<file path="config.mk">
export PLATFORM = sky130hd
export DESIGN_NAME = wire_id_search
export DESIGN_NICKNAME = d
export VERILOG_FILES = /design/src/rtl/wire_id_search_pkg.sv /design/src/rtl/wire_id_search_dp.sv /design/src/rtl/wire_id_search_ctrl.sv /design/src/rtl/wire_id_search.sv
export SDC_FILE = /design/constraint.sdc
export NUM_CORES = 1
export LEC_CHECK = 0
export BUFFER_PORTS_ARGS = -buffer_cell sky130_fd_sc_hd__buf_4
export CAP_MARGIN = 0
export CORE_AREA = 3 3 98 123
export DETAILED_ROUTE_END_ITERATION = 10
export DIE_AREA = 0 0 101 126
export GPL_ROUTABILITY_DRIVEN = 0
export PLACE_DENSITY_LB_ADDON = 0.1
export SYNTH_ARGS = -nofsm -noshare
export SYNTH_HDL_FRONTEND = slang
export SYNTH_SLANG_ARGS = --single-unit
</file>
<file path="constraint.sdc">
create_clock -name clk -period 4.93 [get_ports clk]
set_input_delay 0.986 -clock clk [delete_from_list [all_inputs] [get_ports clk]]
set_output_delay 0.986 -clock clk [all_outputs]
set_load 0.005 [all_outputs]
</file>
<file path="src/rtl/wire_id_search_pkg.sv">
package wire_id_search_pkg;

  typedef enum logic [1:0] {
    SLOT_RESET = 2'd0,
    SLOT_WRITE = 2'd1,
    SLOT_READ  = 2'd2
  } slotOp_t;

  // strobes from control to datapath
  typedef struct packed {
    logic clrAll;
    logic passInit;
    logic cmdShift;
    logic latchFirst;
    logic latchSecond;
    logic bitStep;
    logic passEnd;
  } ctlStrobe_t;

endpackage

</file>
<file path="src/rtl/wire_id_search_dp.sv">
module wire_id_search_dp
  import wire_id_search_pkg::*;
#(
  parameter int IdBits    = 64,
  parameter int CmdBits   = 8,
  parameter logic [CmdBits-1:0] CmdNormal = 8'hF0,
  parameter logic [CmdBits-1:0] CmdIntr   = 8'hEC
) (
  input  logic              clk,
  input  logic              rstN,
  input  ctlStrobe_t        strb,
  input  logic              intrOnly,
  input  logic              slotRdBit,
  output logic              cmdBit,
  output logic              cmdLast,
  output logic              dirBit,
  output logic              idxLast,
  output logic              pairEmpty,
  output logic              branchLeft,
  output logic [IdBits-1:0] idOut,
  output logic              idValid
);

  localparam int PosW  = $clog2(IdBits + 1);
  localparam int IdxW  = $clog2(IdBits);
  localparam int CntW  = (CmdBits > 1) ? $clog2(CmdBits) : 1;

  logic [IdBits-1:0]  romReg;
  logic [PosW-1:0]    lastDisc;
  logic [PosW-1:0]    lastZero;
  logic [PosW-1:0]    lastZeroNext;
  logic [PosW-1:0]    pos;
  logic [IdxW-1:0]    idx;
  logic [CmdBits-1:0] cmdReg;
  logic [CntW-1:0]    cmdCnt;
  logic               modeReg;
  logic               firstBit;
  logic               secondBit;
  logic               validReg;
  logic               conflict;
  logic               useIntr;

  assign pos      = PosW'(idx) + PosW'(1);
  assign conflict = !firstBit && !secondBit;
  assign useIntr  = strb.clrAll ? intrOnly : modeReg;

  always_comb begin
    if (!conflict)            dirBit = firstBit;
    else if (pos < lastDisc)  dirBit = romReg[idx];
    else if (pos == lastDisc) dirBit = 1'b1;
    else                      dirBit = 1'b0;
  end

  assign lastZeroNext = (conflict && !dirBit) ? pos : lastZero;
  assign branchLeft   = (lastZeroNext != '0);
  assign cmdBit       = cmdReg[0];
  assign cmdLast      = (cmdCnt == CntW'(CmdBits - 1));
  assign idxLast      = (idx == IdxW'(IdBits - 1));
  assign pairEmpty    = firstBit && slotRdBit;
  assign idOut        = romReg;
  assign idValid      = validReg;

  always_ff @(posedge clk or negedge rstN) begin
    if (!rstN) begin
      romReg    <= '0;
      lastDisc  <= '0;
      lastZero  <= '0;
      idx       <= '0;
      cmdReg    <= '0;
      cmdCnt    <= '0;
      modeReg   <= 1'b0;
      firstBit  <= 1'b0;
      secondBit <= 1'b0;
      validReg  <= 1'b0;
    end else begin
      validReg <= strb.passEnd;
      if (strb.clrAll) begin
        lastDisc <= '0;
        modeReg  <= intrOnly;
      end
      if (strb.cmdShift) begin
        cmdReg <= cmdReg >> 1;
        cmdCnt <= cmdCnt + CntW'(1);
      end
      if (strb.latchFirst)  firstBit  <= slotRdBit;
      if (strb.latchSecond) secondBit <= slotRdBit;
      if (strb.bitStep) begin
        romReg[idx] <= dirBit;
        lastZero    <= lastZeroNext;
        idx         <= idx + IdxW'(1);
      end
      if (strb.passEnd) lastDisc <= lastZeroNext;
      if (strb.passInit) begin
        idx      <= '0;
        lastZero <= '0;
        cmdCnt   <= '0;
        cmdReg   <= useIntr ? CmdIntr : CmdNormal;
      end
    end
  end

endmodule

</file>
<file path="src/rtl/wire_id_search_ctrl.sv">
module wire_id_search_ctrl
  import wire_id_search_pkg::*;
(
  input  logic       clk,
  input  logic       rstN,
  input  logic       start,
  input  logic       slotDone,
  input  logic       slotRdBit,
  input  logic       cmdBit,
  input  logic       cmdLast,
  input  logic       dirBit,
  input  logic       idxLast,
  input  logic       pairEmpty,
  input  logic       branchLeft,
  output ctlStrobe_t strb,
  output logic       slotReq,
  output slotOp_t    slotOp,
  output logic       slotWrBit,
  output logic       searchDone,
  output logic       searchErr
);

  typedef enum logic [2:0] {
    S_IDLE, S_RESET, S_CMD, S_RD1, S_RD2, S_WR
  } state_t;

  state_t state, nextState;
  logic   doneReg, errReg, nextDone, nextErr;

  always_comb begin
    nextState = state;
    nextDone  = doneReg;
    nextErr   = errReg;
    strb      = '0;
    unique case (state)
      S_IDLE: begin
        if (start) begin
          strb.clrAll   = 1'b1;
          strb.passInit = 1'b1;
          nextDone      = 1'b0;
          nextErr       = 1'b0;
          nextState     = S_RESET;
        end
      end
      S_RESET: begin
        if (slotDone) begin
          if (!slotRdBit) begin
            nextDone  = 1'b1;
            nextErr   = 1'b1;
            nextState = S_IDLE;
          end else begin
            nextState = S_CMD;
          end
        end
      end
      S_CMD: begin
        if (slotDone) begin
          strb.cmdShift = 1'b1;
          if (cmdLast) nextState = S_RD1;
        end
      end
      S_RD1: begin
        if (slotDone) begin
          strb.latchFirst = 1'b1;
          nextState       = S_RD2;
        end
      end
      S_RD2: begin
        if (slotDone) begin
          strb.latchSecond = 1'b1;
          if (pairEmpty) begin
            nextDone  = 1'b1;
            nextErr   = 1'b1;
            nextState = S_IDLE;
          end else begin
            nextState = S_WR;
          end
        end
      end
      S_WR: begin
        if (slotDone) begin
          strb.bitStep = 1'b1;
          if (idxLast) begin
            strb.passEnd = 1'b1;
            if (branchLeft) begin
              strb.passInit = 1'b1;
              nextState     = S_RESET;
            end else begin
              nextDone  = 1'b1;
              nextState = S_IDLE;
            end
          end else begin
            nextState = S_RD1;
          end
        end
      end
      default: nextState = S_IDLE;
    endcase
  end

  always_comb begin
    slotReq   = (state != S_IDLE);
    slotWrBit = 1'b0;
    unique case (state)
      S_RESET:     slotOp = SLOT_RESET;
      S_RD1, S_RD2: slotOp = SLOT_READ;
      S_CMD: begin
        slotOp    = SLOT_WRITE;
        slotWrBit = cmdBit;
      end
      S_WR: begin
        slotOp    = SLOT_WRITE;
        slotWrBit = dirBit;
      end
      default:     slotOp = SLOT_RESET;
    endcase
  end

  always_ff @(posedge clk or negedge rstN) begin
    if (!rstN) begin
      state   <= S_IDLE;
      doneReg <= 1'b0;
      errReg  <= 1'b0;
    end else begin
      state   <= nextState;
      doneReg <= nextDone;
      errReg  <= nextErr;
    end
  end

  assign searchDone = doneReg;
  assign searchErr  = errReg;

endmodule

</file>
<file path="src/rtl/wire_id_search.sv">
module wire_id_search
  import wire_id_search_pkg::*;
#(
  parameter int IdBits  = 64,
  parameter int CmdBits = 8,
  parameter logic [CmdBits-1:0] CmdNormal = 8'hF0,
  parameter logic [CmdBits-1:0] CmdIntr   = 8'hEC
) (
  input  logic              clk,
  input  logic              rstN,
  input  logic              start,
  input  logic              intrOnly,
  output logic              slotReq,
  output logic [1:0]        slotOp,
  output logic              slotWrBit,
  input  logic              slotDone,
  input  logic              slotRdBit,
  output logic [IdBits-1:0] idOut,
  output logic              idValid,
  output logic              searchDone,
  output logic              searchErr
);

  ctlStrobe_t strb;
  slotOp_t    opSel;
  logic cmdBit, cmdLast, dirBit, idxLast, pairEmpty, branchLeft;

  wire_id_search_ctrl u_ctrl (
    .clk        (clk),
    .rstN       (rstN),
    .start      (start),
    .slotDone   (slotDone),
    .slotRdBit  (slotRdBit),
    .cmdBit     (cmdBit),
    .cmdLast    (cmdLast),
    .dirBit     (dirBit),
    .idxLast    (idxLast),
    .pairEmpty  (pairEmpty),
    .branchLeft (branchLeft),
    .strb       (strb),
    .slotReq    (slotReq),
    .slotOp     (opSel),
    .slotWrBit  (slotWrBit),
    .searchDone (searchDone),
    .searchErr  (searchErr)
  );

  wire_id_search_dp #(
    .IdBits    (IdBits),
    .CmdBits   (CmdBits),
    .CmdNormal (CmdNormal),
    .CmdIntr   (CmdIntr)
  ) u_dp (
    .clk        (clk),
    .rstN       (rstN),
    .strb       (strb),
    .intrOnly   (intrOnly),
    .slotRdBit  (slotRdBit),
    .cmdBit     (cmdBit),
    .cmdLast    (cmdLast),
    .dirBit     (dirBit),
    .idxLast    (idxLast),
    .pairEmpty  (pairEmpty),
    .branchLeft (branchLeft),
    .idOut      (idOut),
    .idValid    (idValid)
  );

  assign slotOp = opSel;

endmodule

</file>
==> qor.txt, run 1 <==
Status -> finished, final reports clean
Slew Limit Fails -> 0
Ys async rst share -> 100%
Drt initial violations -> 293
Hold-critical path depth -> 2
Top FF cell, synth -> dfrtp_1
DRT Wirelength -> 15,400 um
Fill count -> 981
Hold EP -> u_dp.modeReg
TritonCTS clock tree -> yes
CP required -> 3.94 ns
Hold path startpoint -> u_dp.modeReg
Critical Setup Path Class -> register to output pin
Worst-skew pair later-pin latency -> 0.35 ns
Worst-path cell chain -> buf_4 -> and3_2 -> nand3_1 -> inv_1 -> ha_1 -> and3_1 -> a221oi_1 -> o21ai_1 -> or4_4 -> or3_1 -> a21o_1 -> a32o_1 -> buf_4
Critical Path Max Stage Delay -> 0.55 ns
Detailed placer's ending HPWL -> 10,700 um
CTS max path bufs -> 2
Yosys reg bits -> 104
Critical path arrival -> 3.72 ns
# port buffers -> 76
# DRC -> 0
Clk slew on worst S/H paths -> 0.07 ns
Post-CTS Setup Inserts -> 0
Fin crit share -> 95.5%
Die width -> 101 um
Number of diodes -> 0
Vert. Die Dim -> 126 um
Vias per inst -> 5.82
Hold_ws -> 0.476 ns
VDD IR max -> 0.288 mV
YS warnings -> 0
Hold Crit Class -> register to register
Post-Synthesis Cells -> 571
Critical path's slowest cell -> or4_4
Vias in the first global route -> 4,596
Power share of the sequential group -> 36.1%
Post-cts sizing count -> 0
WL per Instance -> 20.0 um
GRT Util Overall -> 25.4%
Mapped Nets -> 587
RR Endpoint -> u_dp.idOut[50]
Initial Util -> 51.3%
Int Power -> 0.00183 W
Hold Buf Count CTS -> 0
Relative slew slack -> 38.4%
RSZ-0062 raised after global routing -> no
Worst reg2reg path depth -> 13
Max-cap violation count -> 0
ANT nets after route -> 0
TritonCTS Buffers -> 9
Final min period -> 4.71 ns
Comb power frac -> 36.2%
Setup TNS -> 0 ns
Clk sink count -> 104
H-tree levels -> 3
FF-to-FF Start -> u_dp.idx[3]
Proportion of power drawn by the clock network -> 27.7%
Row Count -> 43
Final hold vios -> 0
R2R Setup Slk -> 1.06 ns
Final worst slack -> 0.222 ns
Vias -> 4,488
Fin area -> 6620 um2
Switching Power -> 0.00108 W
First-pass DRT Iterations -> 7
Synthesized area per cell -> 9.95 um2
Io pins -> 77
Worst Path Max Fanout -> 13
Fmax -> 0.212 GHz
Sw frac -> 37.2%
Static Leak -> 3.13 nW
Grt total ovfl -> 0
Worst-margin pin slew -> 0.920 ns
Final Util -> 59.8%
Area after DPL -> 6280 um2
Area grow syn2layout -> 16.6%
Nets -> 647
Fraction of layout instances using a drive strength above 1 -> 28.1%
Syn Std Cell Area -> 5680 um2
Most used cell, CP -> buf_4
Startpoint types -> register
Post-synth EDFFs -> 0
Crit end category -> output pin
Clock skew -> 0.00979 ns
First-pass GRT wire length -> 25,100 um
Worst slack, placed -> 0.546 ns
Final setup violation count -> 0
CTS Root Cell -> clkbuf_16
Largest net degree at the start of global routing -> 72
Sequential fraction of the synthesis area -> 45.8%
Pwr dens -> 440 nW/um2
Synth cell types -> 55
Total die area -> 12,700 um2
Initial antenna violation count -> 0
Core area -> 11,100 um2
-- power groups by stage --
stage	Clock (W)	Combinational (W)	Sequential, W
3_5_place_dp	0	0.00104	0.00107
3_3_place_gp	0	0.00102	0.00106
5_1_grt	0.000855	0.00116	0.00107
4_1_cts	0.000823	0.00105	0.00105
2_1_floorplan	0	0.000878	0.00102
6_report	0.000807	0.00105	0.00105
-- how the worst max path moves through the flow --
stage | from | to | slack [ns]
after floorplan | u_dp.idx[0] | slotWrBit | 0.06
after global placement | u_dp.idx[3] | slotWrBit | 0.71
after detailed placement | u_dp.idx[3] | slotWrBit | 0.55
after CTS | u_dp.idx[3] | slotWrBit | 0.15
after global routing | u_dp.idx[1] | slotWrBit | 0.03
final | u_dp.idx[3] | slotWrBit | 0.22
-- critical path, delay by kind of cell (launching register included) --
family | cells | cell delay (ns)
flops | 1 | 0.41
compound gates | 4 | 0.81
simple gates | 5 | 1.42
buf+inv | 3 | 0.47
fa+ha+maj | 1 | 0.26
-- cell usage after synthesis (all sizes together) (3+ instances only) --
cell | number | area, um2
a21o | 5 | 37.5
a21oi | 25 | 125
a31oi | 3 | 18.8
and2 | 6 | 37.5
and3 | 6 | 37.5
buf | 22 | 168
clkbuf | 16 | 60.1
dfrtp | 104 | 2600
ha | 10 | 125
inv | 17 | 63.8
mux2 | 71 | 852
mux2i | 22 | 220
nand2 | 83 | 312
nand3 | 23 | 115
nor2 | 59 | 221
nor3 | 5 | 25.0
nor3b | 3 | 22.5
o21ai | 25 | 129
o22ai | 9 | 56.3
o31ai | 4 | 30.0
o32ai | 4 | 35.0
or3 | 6 | 37.5
or4 | 3 | 26.3
xnor2 | 7 | 61.3
xor2 | 3 | 26.3
-- state kept, by name, indices dropped and copies added (netlist names) --
register / flops
u_ctrl.searchDone: 1
u_dp.secondBit: 1
u_dp.lastZero: 7
u_dp.cmdCnt: 3
u_dp.cmdReg: 8
u_ctrl.state: 3
u_dp.idOut: 64
u_dp.modeReg: 1
u_dp.lastDisc: 7
u_dp.idValid: 1
u_dp.idx: 6
u_ctrl.searchErr: 1
u_dp.firstBit: 1
-- cell usage in the layout (no fill, tap or decap), types with 17 or more instances in the layout --
cell,instances
dfrtp_1,103
buf_4,87
mux2_2,57
mux2i_1,22
nand2_1,83
nor2_1,59
a21oi_1,25
inv_1,17
o21ai_0,21
nand3_1,23
-- cell type report --
type                       count  area [um2]  area share, %
sequential                   104        2600           39.3
clock inverter                 2        60.1          0.907
inverter                      18        67.6           1.02
multi-input combinational    411        2790           42.1
timing repair buffer          87         653           9.86
tap                          135         169           2.55
clock buffer                  14         284           4.29
-- per-layer routing --
layer	track usage, %	vias up	routed length (um)
met2	43.1	123	8130
met1	33.1	2241	6390
met3	3.99	18	641
met4	8.37	0	280
met5	0	-	0
li1	-	2106	-
-- through the flow --
step                      total power, W  instances
after floorplan                  0.00190        571
after global placement           0.00209        755
after detailed placement         0.00211        755
after CTS                        0.00292        771
after global routing             0.00309        771
final                            0.00291        771
-- kinds of logic (layout without fill, tap and decap cells) --
logic type / count (synthesis) / count (layout) / share of synthesized area [%]
and+or+nand+nor: 207 / 207 / 16.3
DFF: 104 / 104 / 45.8
muxes: 93 / 93 / 18.9
AOI/OAI and AO/OA: 91 / 91 / 10.1
buffers and inverters: 56 / 121 / 5.20
adders and majority gates: 10 / 10 / 2.20
xor gates and xnor gates: 10 / 10 / 1.54
(Power assumes the default switching activity.)
==> run 2, diff against run 1 <==
Settings changed: CAP_MARGIN 0 to 40, CORE_AREA 3 3 98 123 to 3 3 96 120, DIE_AREA 0 0 101 126 to 0 0 99 123, SYNTH_HIERARCHICAL set to 1.
Clock period 4.93 ns to 5.3 ns, I/O delays scaled along.
==> run 2 against run 1 <==
Net effect:
- register-to-register slack worse by 0.12 ns
- sequential power down 9%
- flip-flop and latch count did not move
- via count is 2.4% lower
- utilization grew 2.8 points
- clock-buffer cell count down 3
- largest power group unchanged
==> qor.txt, run 2 <==
Status -> finished, final reports clean (unchanged)
Synth area leader -> dfrtp_1 (unchanged)
Area grow syn2layout -> 15.7% (was 16.6%)
VDD IR max -> 0.241 mV (was 0.288 mV)
Post-Synth Simple-Gate Area -> 16.4% (was 16.3%)
Vias in the first global route -> 4,493 (was 4,596)
Met1 usage -> 30.5% (was 33.1%)
Vias -> 4,382 (was 4,488)
Clk slew on worst S/H paths -> 0.07 ns (about the same)
Clock skew -> 0.00962 ns (was 0.00979 ns)
Mux cell area share after synthesis -> 21.4% (was 18.9%)
Synth Area in XOR/XNOR -> 1.38% (was 1.54%)
Row Count -> 42 (was 43)
First-pass DRT Iterations -> 4 (was 7)
Yosys top cell area share -> 45.5% (was 45.8%)
RSZ-0062 raised after global routing -> no (unchanged)
Ys async rst share -> 100% (unchanged)
Final Util -> 62.6% (was 59.8%)
Total die area -> 12,200 um2 (was 12,700 um2)
Complex-gate fraction of the synthesized area -> 8.63% (was 10.1%)
Post-synth EDFFs -> 0 (unchanged)
Worst-skew pair later-pin latency -> 0.34 ns (was 0.35 ns)
Max-cap violation count -> 0 (unchanged)
Relative slew slack -> 38.1% (was 38.4%)
Yosys reg bits -> 104 (unchanged)
Die width -> 99 um (was 101 um)
FF-to-FF Start -> u_dp/idx[2] (was u_dp.idx[3])
R2R Setup Slk -> 0.94 ns (was 1.06 ns)
Mapped Nets -> 566 (was 587)
Startpoint types -> register (unchanged)
Crit path buf inv count -> 1 (was 3)
GR Util met2 -> 41.0% (was 43.1%)
Slew Limit Fails -> 0 (unchanged)
Final hold vios -> 0 (unchanged)
Critical Path Max Stage Delay -> 0.51 ns (was 0.55 ns)
Largest net degree at the start of global routing -> 65 (was 72)
Worst slack, placed -> 0.983 ns (was 0.546 ns)
Fin crit share -> 87.1%
Worst-path cell chain -> and2_1 -> nand2_1 -> nor2_1 -> xor2_1 -> ha_1 -> a21o_1 -> a211oi_2 -> nor2_1 -> o31ai_4 -> nand2_1 -> o32ai_1 -> buf_4 (was buf_4 -> and3_2 -> nand3_1 -> inv_1 -> ha_1 -> and3_1 -> a221oi_1 -> o21ai_1 -> or4_4 -> or3_1 -> a21o_1 -> a32o_1 -> buf_4)
Most common library cells after synthesis -> dfrtp_1, nor2_1, mux2_1 (was dfrtp_1, nand2_1, nor2_1)
TritonCTS clock tree -> yes (unchanged)
Vias per inst -> 5.87 (was 5.82)
Hold Crit Class -> register to register (unchanged)
CTS max path bufs -> 2 (unchanged)
RR Endpoint -> u_dp/cmdReg[3] (was u_dp.idOut[50])
Largest register FFs -> 64 (unchanged)
Nets -> 627 (was 647)
CP Depth -> 12 (was 13)
Top FF cell, synth -> dfrtp_1 (unchanged)
Worst Path Max Fanout -> 11 (was 13)
Final worst slack -> 0.685 ns (was 0.222 ns)
Critical path arrival -> 3.56 ns (was 3.72 ns)
Initial antenna violation count -> 0 (unchanged)
Commonest non-fill, non-tap cells in the layout -> dfrtp_1, nor2_1, buf_4 (was dfrtp_1, buf_4, nand2_1)
Core area -> 10,600 um2 (was 11,100 um2)
Hold Buf Count CTS -> 0 (unchanged)
Clk sink count -> 104 (unchanged)
Fraction of layout instances using a drive strength above 1 -> 21.5% (was 28.1%)
Worst-margin pin slew -> 0.926 ns (was 0.920 ns)
Critical path's slowest cell -> dfrtp_1 (was or4_4)
H-tree levels -> 3 (unchanged)
GRT Util Overall -> 24.2% (was 25.4%)
ANT nets after route -> 0 (unchanged)
Setup crit end -> slotWrBit (unchanged)
Detailed placer's ending HPWL -> 9760 um (was 10,700 um)
Synth cell types -> 57 (was 55)
Setup TNS -> 0 ns (unchanged)
Worst reg2reg path depth -> 15 (was 13)
CTS Root Cell -> clkbuf_16 (unchanged)
Static Leak -> 3.06 nW (was 3.13 nW)
WL per Instance -> 18.8 um (was 20.0 um)
Fmax -> 0.217 GHz
Cell with the most instances after synthesis -> dfrtp_1 (unchanged)
Post-CTS Setup Inserts -> 0 (unchanged)
Final setup violation count -> 0 (unchanged)
Post-cts sizing count -> 0 (unchanged)
Final min period -> 4.62 ns
Met3 Use GR -> 3.84% (was 3.99%)
CP required -> 4.24 ns (was 3.94 ns)
Commonest non-fill, non-tap cell in the layout -> dfrtp_1 (unchanged)
GRT busiest layer -> met2 (unchanged)
Top delay family on crit path -> simple AND/OR/NAND/NOR gates (unchanged)
Main combinational cell family by area after synthesis -> multiplexers (unchanged)
Pwr dens -> 376 nW/um2 (was 440 nW/um2)
First-pass GRT wire length -> 23,300 um (was 25,100 um)
Vert. Die Dim -> 123 um (was 126 um)
YS warnings -> 6 (was 0)
TritonCTS Buffers -> 9 (unchanged)
# DRC -> 0 (unchanged)
Initial Util -> 54.1% (was 51.3%)
CP startpoint -> u_dp/idx[2] (was u_dp.idx[3])
Number of diodes -> 0 (unchanged)
Critical Setup Path Class -> register to output pin (unchanged)
Top post-synthesis cells by area -> dfrtp_1, mux2_1, mux2i_1 (was dfrtp_1, mux2_2, nand2_1)
Drt initial violations -> 267 (was 293)
Post-Synthesis Cells -> 550 (was 571)
# port buffers -> 76 (unchanged)
Crit end category -> output pin (unchanged)
Synth Area in Adders -> 2.19% (was 2.20%)
DRT Wirelength -> 14,100 um (was 15,400 um)
Io pins -> 77 (unchanged)
Grt total ovfl -> 0 (unchanged)
Syn Std Cell Area -> 5710 um2 (was 5680 um2)
Synthesized area per cell -> 10.4 um2 (was 9.95 um2)
Sequential fraction of the synthesis area -> 45.5% (was 45.8%)
-- run 2: how the worst min path moves through the flow --
stage	from	to	slack (ns)	cells after the start
floorplan	u_dp/cmdReg[5]	u_dp/cmdReg[5]	0.46	2
CTS	u_dp/cmdReg[6]	u_dp/cmdReg[5]	0.52	2
global placement	u_dp/cmdReg[6]	u_dp/cmdReg[5]	0.48	2
global route	u_dp/idOut[33]	u_dp/idOut[33]	0.54	1
finish	u_dp/idOut[36]	u_dp/idOut[36]	0.51	1
detailed placement	u_dp/cmdReg[5]	u_dp/cmdReg[5]	0.50	2
-- run 2: kinds of logic after synthesis --
logic type,count (synthesis)
AOI/OAI and AO/OA,67
xor gates and xnor gates,9
adders and majority gates,10
buffers and inverters,48
DFF,104
muxes,114
and+or+nand+nor,198
-- run 2: metrics by stage --
step	hold WS (ns)	cells	cell area, um2	total power [W]
floorplan	0.465	550	5710	0.00166
global placement	0.485	729	6290	0.00180
detailed placement	0.500	732	6310	0.00183
CTS	0.518	747	6610	0.00250
global route	0.538	747	6610	0.00263
finish	0.513	747	6610	0.00248
-- run 2: report_power, final --
group	leakage, nW	internal (W)	switching [W]	total (W)
registers	1.41	0.000871	0.0000828	0.000953
clock network	0.142	0.000379	0.000290	0.000668
logic	1.51	0.000330	0.000533	0.000863
total	3.06	0.00158	0.000906	0.00248
-- run 2: layout make-up --
type	count	area, um2
clock inverter	4	55.1
fill	893	3950
sequential	104	2600
inverter	13	48.8
clock buffer	11	243
multi-input combinational	398	2860
timing repair buffer	85	636
tap	132	165
-- run 2: worst register-to-register path, cell delays in order, from the launching register on --
cell	delay, ns
dfrtp_1	0.51
and2_1	0.48
nand2_1	0.15
nor2_1	0.13
xor2_1	0.30
ha_1	0.31
a21o_1	0.18
a211oi_2	0.40
a21boi_2	0.37
nor3_1	0.09
buf_4	0.19
mux2i_1	0.22
a21o_1	0.16
inv_1	0.20
or2_2	0.38
a21boi_0	0.13
-- run 2: routing by layer --
layer	wire, um	up-vias	part of all wire [%]
met1	5770	2187	41
met5	0	-	0
met3	587	24	4.2
li1	-	2051	-
met2	7330	120	52
met4	367	0	2.6
